<file path="src/rtl/tms_pkg.sv">
package tms_pkg;
  localparam int NUM_PERS = 3;

  typedef enum logic [1:0] {
    PERS_NIB = 2'd0,
    PERS_IRQ = 2'd1,
    PERS_SER = 2'd2
  } pers_e;

  typedef enum logic [1:0] {
    MIR_ONE_LO = 2'd0,
    MIR_ONE_HI = 2'd1,
    MIR_VERT   = 2'd2,
    MIR_HORZ   = 2'd3
  } mirror_e;

  function automatic pers_e pers_of(input logic [1:0] sel);
    case (sel)
      2'd0:    return PERS_NIB;
      2'd1:    return PERS_IRQ;
      default: return PERS_SER;
    endcase
  endfunction
endpackage

</file>
<file path="src/rtl/tms_mode_ctrl.sv">
module tms_mode_ctrl
  import tms_pkg::*;
#(
  parameter int ADDR_W  = 16,
  parameter int MODE_W  = 3,
  parameter int WIN_LO  = 'h4020,
  parameter int WIN_HI  = 'h5FFF,
  parameter int SEL_BIT = 8
) (
  input  logic                clk,
  input  logic                rst_n,
  input  logic                wr_en,
  input  logic [ADDR_W-1:0]   wr_addr,
  input  logic [MODE_W-1:0]   mode_data,
  output logic [MODE_W-1:0]   mode_o,
  output logic [NUM_PERS-1:0] act_o,
  output logic [NUM_PERS-1:0] init_o
);
  localparam logic [ADDR_W-1:0] LO = ADDR_W'(WIN_LO);
  localparam logic [ADDR_W-1:0] HI = ADDR_W'(WIN_HI);

  logic [MODE_W-1:0]   mode_q, mode_nx;
  logic [NUM_PERS-1:0] pend_q, act_q, init_q, tgt;
  logic                boot_q, hit, sel_change, fire;

  assign hit        = wr_en && (wr_addr >= LO) && (wr_addr <= HI) && wr_addr[SEL_BIT];
  assign mode_nx    = hit ? mode_data : mode_q;
  assign sel_change = hit && (mode_data[1:0] != mode_q[1:0]);
  assign fire       = boot_q || sel_change;

  for (genvar k = 0; k < NUM_PERS; k++) begin : g_tgt
    assign tgt[k] = (pers_of(mode_nx[1:0]) == pers_e'(k));
  end

  always_ff @(posedge clk) begin
    if (!rst_n) begin
      mode_q <= '0;
      pend_q <= '1;
      boot_q <= 1'b1;
      act_q  <= '0;
      init_q <= '0;
    end else begin
      mode_q <= mode_nx;
      boot_q <= 1'b0;
      act_q  <= fire ? tgt : '0;
      init_q <= fire ? (tgt & pend_q) : '0;
      if (fire) pend_q <= pend_q & ~tgt;
    end
  end

  assign mode_o = mode_q;
  assign act_o  = act_q;
  assign init_o = init_q;

  p_strobe_onehot_r10: assert property (@(posedge clk) disable iff (!rst_n)
    $onehot0(act_q) && $onehot0(init_q));
  p_strobe_pulse_r10: assert property (@(posedge clk) disable iff (!rst_n)
    (act_q != '0) && !sel_change |=> (act_q == '0));
  p_ignore_unsel_r1: assert property (@(posedge clk) disable iff (!rst_n)
    (wr_en && !wr_addr[SEL_BIT]) |=> $stable(mode_q));
  p_boot_r6: assert property (@(posedge clk) disable iff (!rst_n)
    ($rose(rst_n) && !wr_en) |=> (act_q == 3'b001) && (init_q == 3'b001));
  p_change_fires_r7: assert property (@(posedge clk) disable iff (!rst_n)
    sel_change |=> $onehot(act_q));
  p_init_needs_act_r7: assert property (@(posedge clk) disable iff (!rst_n)
    ((init_q & ~act_q) == '0));
  p_quiet_r8: assert property (@(posedge clk) disable iff (!rst_n)
    (hit && !sel_change && !boot_q) |=> (act_q == '0) && (init_q == '0));
endmodule

</file>
<file path="src/rtl/tms_bank_mux.sv">
module tms_bank_mux
  import tms_pkg::*;
#(
  parameter int PRG_W = 6,
  parameter int CHR_W = 9
) (
  input  pers_e            pers,
  input  logic             hi_bit,
  input  logic [PRG_W-1:0] nib_prg,
  input  logic [CHR_W-2:0] nib_chr,
  input  logic [PRG_W-1:0] irq_prg,
  input  logic [CHR_W-2:0] irq_chr,
  input  logic [PRG_W-2:0] ser_prg,
  input  logic [CHR_W-4:0] ser_chr,
  input  logic             cpu_a13,
  input  logic [1:0]       ppu_sub,
  output logic [PRG_W-1:0] prg_o,
  output logic [CHR_W-1:0] chr_o
);
  localparam int FINE_CHR_W = CHR_W - 1;
  localparam int COARSE_W   = CHR_W - 3;

  logic [PRG_W-1:0] fine_prg, coarse_prg;
  logic [CHR_W-1:0] fine_chr, coarse_chr;

  always_comb begin
    fine_prg = (pers == PERS_IRQ) ? irq_prg : nib_prg;
    fine_chr = {hi_bit, (pers == PERS_IRQ) ? irq_chr : nib_chr};
  end

  assign coarse_prg = {ser_prg, cpu_a13};
  assign coarse_chr = {hi_bit, ser_chr[COARSE_W-1:0], ppu_sub};

  always_comb begin
    if (pers == PERS_SER) begin
      prg_o = coarse_prg;
      chr_o = coarse_chr;
    end else begin
      prg_o = fine_prg;
      chr_o = fine_chr[FINE_CHR_W:0];
    end
  end
endmodule

</file>
<file path="src/rtl/tms_mirror_sel.sv">
module tms_mirror_sel
  import tms_pkg::*;
(
  input  pers_e      pers,
  input  logic       nib_bit,
  input  logic       irq_bit,
  input  logic [1:0] ser_code,
  output mirror_e    mirror_o
);
  always_comb begin
    unique case (pers)
      PERS_NIB: mirror_o = nib_bit ? MIR_HORZ : MIR_VERT;
      PERS_IRQ: mirror_o = irq_bit ? MIR_HORZ : MIR_VERT;
      default:  mirror_o = mirror_e'(ser_code);
    endcase
  end
endmodule

</file>
<file path="src/rtl/tri_mode_bank_switch.sv">
module tri_mode_bank_switch
  import tms_pkg::*;
#(
  parameter int ADDR_W = 16,
  parameter int MODE_W = 3,
  parameter int PRG_W  = 6,
  parameter int CHR_W  = 9
) (
  input  logic              clk,
  input  logic              rst_n,
  input  logic              wr_en,
  input  logic [ADDR_W-1:0] wr_addr,
  input  logic [MODE_W-1:0] mode_data,
  input  logic [PRG_W-1:0]  nib_prg,
  input  logic [CHR_W-2:0]  nib_chr,
  input  logic              nib_mirror,
  input  logic [PRG_W-1:0]  irq_prg,
  input  logic [CHR_W-2:0]  irq_chr,
  input  logic              irq_mirror,
  input  logic [PRG_W-2:0]  ser_prg,
  input  logic [CHR_W-4:0]  ser_chr,
  input  logic [1:0]        ser_mirror,
  input  logic              cpu_a13,
  input  logic              ppu_a11,
  input  logic              ppu_a10,
  output logic [PRG_W-1:0]  prg_bank,
  output logic [CHR_W-1:0]  chr_bank,
  output logic [1:0]        mirror,
  output logic [2:0]        act_strobe,
  output logic [2:0]        init_strobe
);
  logic [MODE_W-1:0] mode;
  pers_e             pers;
  mirror_e           mir;

  tms_mode_ctrl #(.ADDR_W(ADDR_W), .MODE_W(MODE_W)) u_ctrl (
    .clk(clk), .rst_n(rst_n), .wr_en(wr_en), .wr_addr(wr_addr),
    .mode_data(mode_data), .mode_o(mode), .act_o(act_strobe), .init_o(init_strobe)
  );

  assign pers = pers_of(mode[1:0]);

  tms_bank_mux #(.PRG_W(PRG_W), .CHR_W(CHR_W)) u_mux (
    .pers(pers), .hi_bit(mode[2]),
    .nib_prg(nib_prg), .nib_chr(nib_chr), .irq_prg(irq_prg), .irq_chr(irq_chr),
    .ser_prg(ser_prg), .ser_chr(ser_chr), .cpu_a13(cpu_a13),
    .ppu_sub({ppu_a11, ppu_a10}), .prg_o(prg_bank), .chr_o(chr_bank)
  );

  tms_mirror_sel u_mir (
    .pers(pers), .nib_bit(nib_mirror), .irq_bit(irq_mirror),
    .ser_code(ser_mirror), .mirror_o(mir)
  );

  assign mirror = mir;

  p_ser_prg_low_r4: assert property (@(posedge clk) disable iff (!rst_n)
    (pers == PERS_SER) |-> (prg_bank[0] == cpu_a13));
  p_ser_chr_low_r5: assert property (@(posedge clk) disable iff (!rst_n)
    (pers == PERS_SER) |-> (chr_bank[1:0] == {ppu_a11, ppu_a10}));
  p_chr_hi_r3: assert property (@(posedge clk) disable iff (!rst_n)
    chr_bank[CHR_W-1] == mode[2]);
  p_fine_mirror_r9: assert property (@(posedge clk) disable iff (!rst_n)
    (pers != PERS_SER) |-> mirror[1]);
endmodule

</file>
<file path="config.mk">
export PLATFORM = sky130hd
export DESIGN_NAME = tri_mode_bank_switch
export DESIGN_NICKNAME = d
export VERILOG_FILES = /design/src/rtl/tms_pkg.sv /design/src/rtl/tms_mode_ctrl.sv /design/src/rtl/tms_bank_mux.sv /design/src/rtl/tms_mirror_sel.sv /design/src/rtl/tri_mode_bank_switch.sv
export SDC_FILE = /design/constraint.sdc
export NUM_CORES = 1
export LEC_CHECK = 0
export BUFFER_PORTS_ARGS = -buffer_cell sky130_fd_sc_hd__buf_2
export CAP_MARGIN = 20
export CORE_MARGIN = 5
export CORE_UTILIZATION = 36
export DETAILED_ROUTE_END_ITERATION = 10
export PLACE_DENSITY = 0.95
export SETUP_SLACK_MARGIN = 0.15
export SLEW_MARGIN = 40
export SYNTH_ARGS = -nofsm -noshare
export SYNTH_HDL_FRONTEND = slang
export SYNTH_SLANG_ARGS = --single-unit
export TNS_END_PERCENT = 100
</file>
<file path="constraint.sdc">
create_clock -name clk -period 3.3 [get_ports clk]
set_input_delay 0.495 -clock clk [delete_from_list [all_inputs] [get_ports clk]]
set_output_delay 0.495 -clock clk [all_outputs]
set_load 0.05 [all_outputs]
</file>
==> metrics.yaml, run 1 <==
outcome: "finished, final reports clean"
path_class: "reg2out"
period_minus_slack_ns: 2.06
yosys-top-cells-area: "dfxtp_1, mux2i_1, o21ai_0, nand2_1, a2111oi_4"
finalSetupViolations: 0
htree_levels: 1
grt_first_pass_wirelength_um: 3860
port_buffers: 78
grt_pass1_vias: 977
max_freq_mhz: 485
critPathTopFamily: "buffers and inverters"
ir_worst_vdd_uv: 270
cts_root_buffer: "clkbuf_4"
seq_area_frac_synth_pct: 32.3
cts_buffers: 3
cts_tree: "done"
synth_ff_type: "dfxtp_1"
dp_hpwl_um: 1970
yosysMostFrequentCell: "mux2i_1"
crit_path_max_fanout: 15
dieWidth_um: 57.3
slew_headroom_pct: 68.1
rsz0062_at_grt: "false"
seq_area_sq_um: 262
synth_common_cells: "mux2i_1, nand2_1, o21ai_0, dfxtp_1"
vias: 932
gp_congestion: 0.682
cts_setup_buffers: 0
drc_errors: 0
cts.path.max_buffers: 2
yosys_warnings: 0
core_sq_um: 2170
first_pass_iters: 2
nets: 239
grt-ovfl-total: 0
maxCapViolCount: 0
multi_input_comb_area_sq_um: 495
finalHoldViolations: 0
synth-edff-count: 0
synth_nets: 161
ys_types: 22
drive_above_1_share_pct: 52.4
p_per_area_nw_per_um2: 315
die_h_um: 57.3
slowest_delay_ns: 0.42
cp-end-kind: "output port"
power_leakage_nw: 0.604
slew_viol_final: 0
slowest_stage: "dfxtp_1"
cts_resized: 0
ant_nets: 0
crit_buf_inv: 2
post-route-period-util_pct: 62.5
synth.largest_area_cell: "dfxtp_1"
rows: 17
worstPathArrival_ns: 1.57
synthToLayoutAreaGrowth_pct: 52.8
ys_ff_latch: 13
finalClockSkew_ns: 0.0135
tns_ns: 0
grt_max_degree: 34
hold_buffers: 0
power.total_uw: 388
yosysTopAreaCellShare_pct: 32.3
clock_latency_ns: 0.28
clkSlewWorstSetupHoldPaths_ns: 0.08
tightest_slew_ns: 0.479
drt_wl_total_um: 2380
crit_required_ns: 2.80
cp_cell_sequence: "buf_4 > mux2i_1 > o21ai_0 > buf_2"
avgRoutedWirePerCell_um: 12.0
hold_class: "in2reg"
cts.sinks: 13
drt_iter0_drc: 11
start_util_pct: 37.1
postSynthCellCount: 93
crit_path_start_kind: "flip-flop"
die-area_sq_um: 3280
postSynth.asyncResetShare_pct: 0
grt_antenna_before_repair: 0
vias_per_cell: 4.71
fill_cells: 224
io_pins: 91
insertedDiodeCount: 0
syn-mean-instance-area_sq_um: 8.66
synth_area_sq_um: 806
grt_usage_pct: 14.6
-- worst paths after layout --
kind / endpoint / slack [ns] / depth (start not counted) / from
hold reg to reg: u_ctrl.pend_q[2] / 0.45 / 2 / u_ctrl.pend_q[2]
setup reg to reg: u_ctrl.init_o[2] / 1.75 / 4 / u_ctrl.mode_o[1]
setup / recovery: prg_bank[4] / 1.24 / 4 / u_ctrl.mode_o[0]
hold / removal: u_ctrl.pend_q[2] / 0.41 / 2 / rst_n
-- metrics by stage --
| stage | cell area (sq um) | hold slack, ns | util [%] | setup slack, ns | cells |
|---|---|---|---|---|---|
| floorplan | 806 | 0.418 | - | 0.903 | 93 |
| global placement | 1200 | 0.426 | 55.5 | 1.35 | 194 |
| detailed placement | 1200 | 0.432 | 55.5 | 1.50 | 194 |
| CTS | 1230 | 0.408 | 56.7 | 1.22 | 198 |
| global route | 1230 | 0.436 | 56.7 | 1.12 | 198 |
| finish | 1230 | 0.415 | 56.7 | 1.24 | 198 |
-- sequential cells by signal (all words and copies together), names as in the netlist --
| register | flops |
|---|---|
| u_ctrl.init_o | 3 |
| u_ctrl.pend_q | 3 |
| u_ctrl.act_o | 3 |
| u_ctrl.mode_o | 3 |
| u_ctrl.boot_q | 1 |
-- worst register-to-register path: stages (launching register included) --
cell and delay [ns]:
dfxtp_2 0.64, inv_1 0.11, a21oi_1 0.34, o221a_2 0.28
and2_1 0.12
-- routing by layer --
metal  track usage, %  vias to the layer above  part of all wire, %
met3             4.30                        4                   10
met4             6.95                        0                  1.4
met1             14.0                      413                   35
met5                0                        -                    0
met2             28.1                       36                   53
li1                 -                      479                    -
-- cell type report --
type / count / share of cell area, %
Clock buffer: 4 / 2.13
Inverter: 4 / 1.22
Multi-Input combinational cell: 70 / 40.2
Sequential cell: 13 / 21.2
Tap cell: 28 / 2.85
Timing Repair Buffer: 79 / 32.3
-- cell usage in the layout, fill, tap and decap left out, drive strengths merged, types with 3 or more instances in the layout --
cell type,netlist,routed
nor2,4,4
mux2i,17,17
buf,3,79
o21ai,15,15
and2,4,4
nand2,15,15
clkbuf,3,4
and3,3,3
dfxtp,13,13
inv,4,4
-- report_power, final --
| part | total (mW) | internal (mW) | leakage [nW] | switching, mW |
|---|---|---|---|---|
| Sequential | 0.164 | 0.162 | 0.107 | 0.00281 |
| Clock | 0.0980 | 0.0469 | 0.0150 | 0.0511 |
| Combinational | 0.125 | 0.0458 | 0.482 | 0.0793 |
| Total | 0.388 | 0.254 | 0.604 | 0.133 |
-- cells by family after synthesis --
family / share of synthesized area [%]
AOI/OAI and AO/OA: 20.3
muxes: 22.5
DFF: 32.3
xor gates and xnor gates: 2.02
buffers and inverters: 6.21
and+or+nand+nor: 16.6
(Power assumes the default switching activity.)
==> inputs of run 2 (changes only) <==
--- a/config.mk
+++ b/config.mk
@@ -8,9 +8,9 @@
 export BUFFER_PORTS_ARGS = -buffer_cell sky130_fd_sc_hd__buf_2
 export CAP_MARGIN = 20
 export CORE_MARGIN = 5
-export CORE_UTILIZATION = 36
+export CORE_UTILIZATION = 33
 export DETAILED_ROUTE_END_ITERATION = 10
-export PLACE_DENSITY = 0.95
+export PLACE_DENSITY = 0.89
 export SETUP_SLACK_MARGIN = 0.15
 export SLEW_MARGIN = 40
 export SYNTH_ARGS = -nofsm -noshare
==> constraint.sdc (replaced) <==
create_clock -name clk -period 1.9 [get_ports clk]
set_input_delay 0.285 -clock clk [delete_from_list [all_inputs] [get_ports clk]]
set_output_delay 0.285 -clock clk [all_outputs]
set_load 0.05 [all_outputs]
==> metrics.yaml, run 2 (synthesized netlist as in run 1, its figures left out) <==
outcome: "finished, final reports clean"
port_buffers: 78
critPathTopFamily: "buffers and inverters"
io_pins: 91
final_util_pct: 53.5
avgRoutedWirePerCell_um: 11.4
die_h_um: 59.4
vias: 941
nets: 241
grt_pass1_vias: 840
stdcell_area_sq_um: 1290
crit_required_ns: 1.62
rows: 18
p_sw_uw: 228
period_minus_slack_ns: 1.62
die-area_sq_um: 3530
switching_share_pct: 33.6
gp_congestion: 0.773
hold_buffers: 0
worst_hold_slack_ns: 0.214
cts_root_buffer: "clkbuf_4"
path_class: "reg2out"
cts.path.max_buffers: 2
layout_setup_ws_ns: 0.277
ir_worst_vdd_uv: 443
crit_path_max_fanout: 17
clkSlewWorstSetupHoldPaths_ns: 0.07
post-route-period-util_pct: 85.4
core_sq_um: 2410
clock_latency_ns: 0.28
p_clk_share_pct: 24.3
dieWidth_um: 59.4
dpl-instance-area_sq_um: 1240
synthToLayoutAreaGrowth_pct: 59.9
finalHoldViolations: 0
drc_errors: 0
grt_usage_pct: 11.7
comb_power_share_pct: 33.8
hold_class: "in2reg"
rsz0062_at_grt: "false"
crit_buf_inv: 2
insertedDiodeCount: 0
ant_nets: 0
vias_per_cell: 4.66
finalSetupViolations: 0
cts_buffers: 3
max_freq_mhz: 616
slew_viol_final: 0
seq_power_share_pct: 41.9
worstPathArrival_ns: 1.34
maxCapViolCount: 0
crit_path_start_kind: "flip-flop"
grt_antenna_before_repair: 0
grt_max_degree: 20
htree_levels: 1
grt-ovfl-total: 0
drt_iter0_drc: 21
cts_setup_buffers: 0
cts.sinks: 13
power.total_uw: 677
cp_cell_sequence: "buf_12 > mux2i_1 > o21ai_0 > clkbuf_4"
drive_above_1_share_pct: 55.2
slew_headroom_pct: 74.8
slowest_delay_ns: 0.37
cp-end-kind: "output port"
p_per_area_nw_per_um2: 525
p_int_uw: 449
slowest_stage: "dfxtp_2"
drt_wl_total_um: 2310
tns_ns: 0
dpl_worst_slack_ns: 0.291
placed_cells_incl_taps: 198
dp_hpwl_um: 1980
start_util_pct: 33.4
grt_first_pass_wirelength_um: 3240
layout_commonest_cell: "buf_2"
cts_tree: "done"
finalClockSkew_ns: 0.00438
tightest_slew_ns: 0.379
fin_cells: 202
first_pass_iters: 4
final_cell_mix: "buf_2, mux2i_1, nand2_1"
power_leakage_nw: 0.629
-- run 2: cell types whose count changed in the layout (fill, tap and decap cells not counted) --
cell / change
buf_12: +1
buf_2: -5
buf_4: +4
clkbuf_4: +2
o21ai_0: -10
o21ai_1: +6
o21ai_2: +4
-- run 2: power groups by stage --
stage	combinational [mW]	clock [mW]	sequential [mW]
final	0.229	0.164	0.284
after CTS	0.226	0.170	0.284
after global placement	0.222	0	0.290
after global routing	0.243	0.184	0.285
after floorplan	0.126	0	0.302
after detailed placement	0.225	0	0.290
-- run 2: final cells by class --
type	count	area, sq um
Fill cell	242	1120
Multi-Input combinational cell	70	510
Timing Repair Buffer	81	438
Sequential cell	13	262
Tap cell	30	37.5
Clock buffer	4	26.3
Inverter	4	15.0
-- run 2: what timing repair did --
action                     4_1_cts  5_1_grt
setup endpoints to repair       15       15
cloned                           0        0
gates resized for setup          1       11
-- run 2: worst paths after layout --
kind	from	depth (start not counted)	end	slack (ns)
max	u_ctrl.mode_o[0]	4	chr_bank[5]	0.28
min reg2reg	u_ctrl.pend_q[2]	2	u_ctrl.pend_q[2]	0.45
min	rst_n	2	u_ctrl.pend_q[2]	0.21
max reg2reg	u_ctrl.mode_o[0]	4	u_ctrl.init_o[1]	0.52
-- run 2: per-layer routing --
metal  up-vias  share of wire (%)  GRT usage [%]
li1        485                  -              -
met1       415                 35           11.5
met2        39                 54           22.9
met3         2                 11           1.74
met4         0               0.87           5.83
met5         -                  0              0
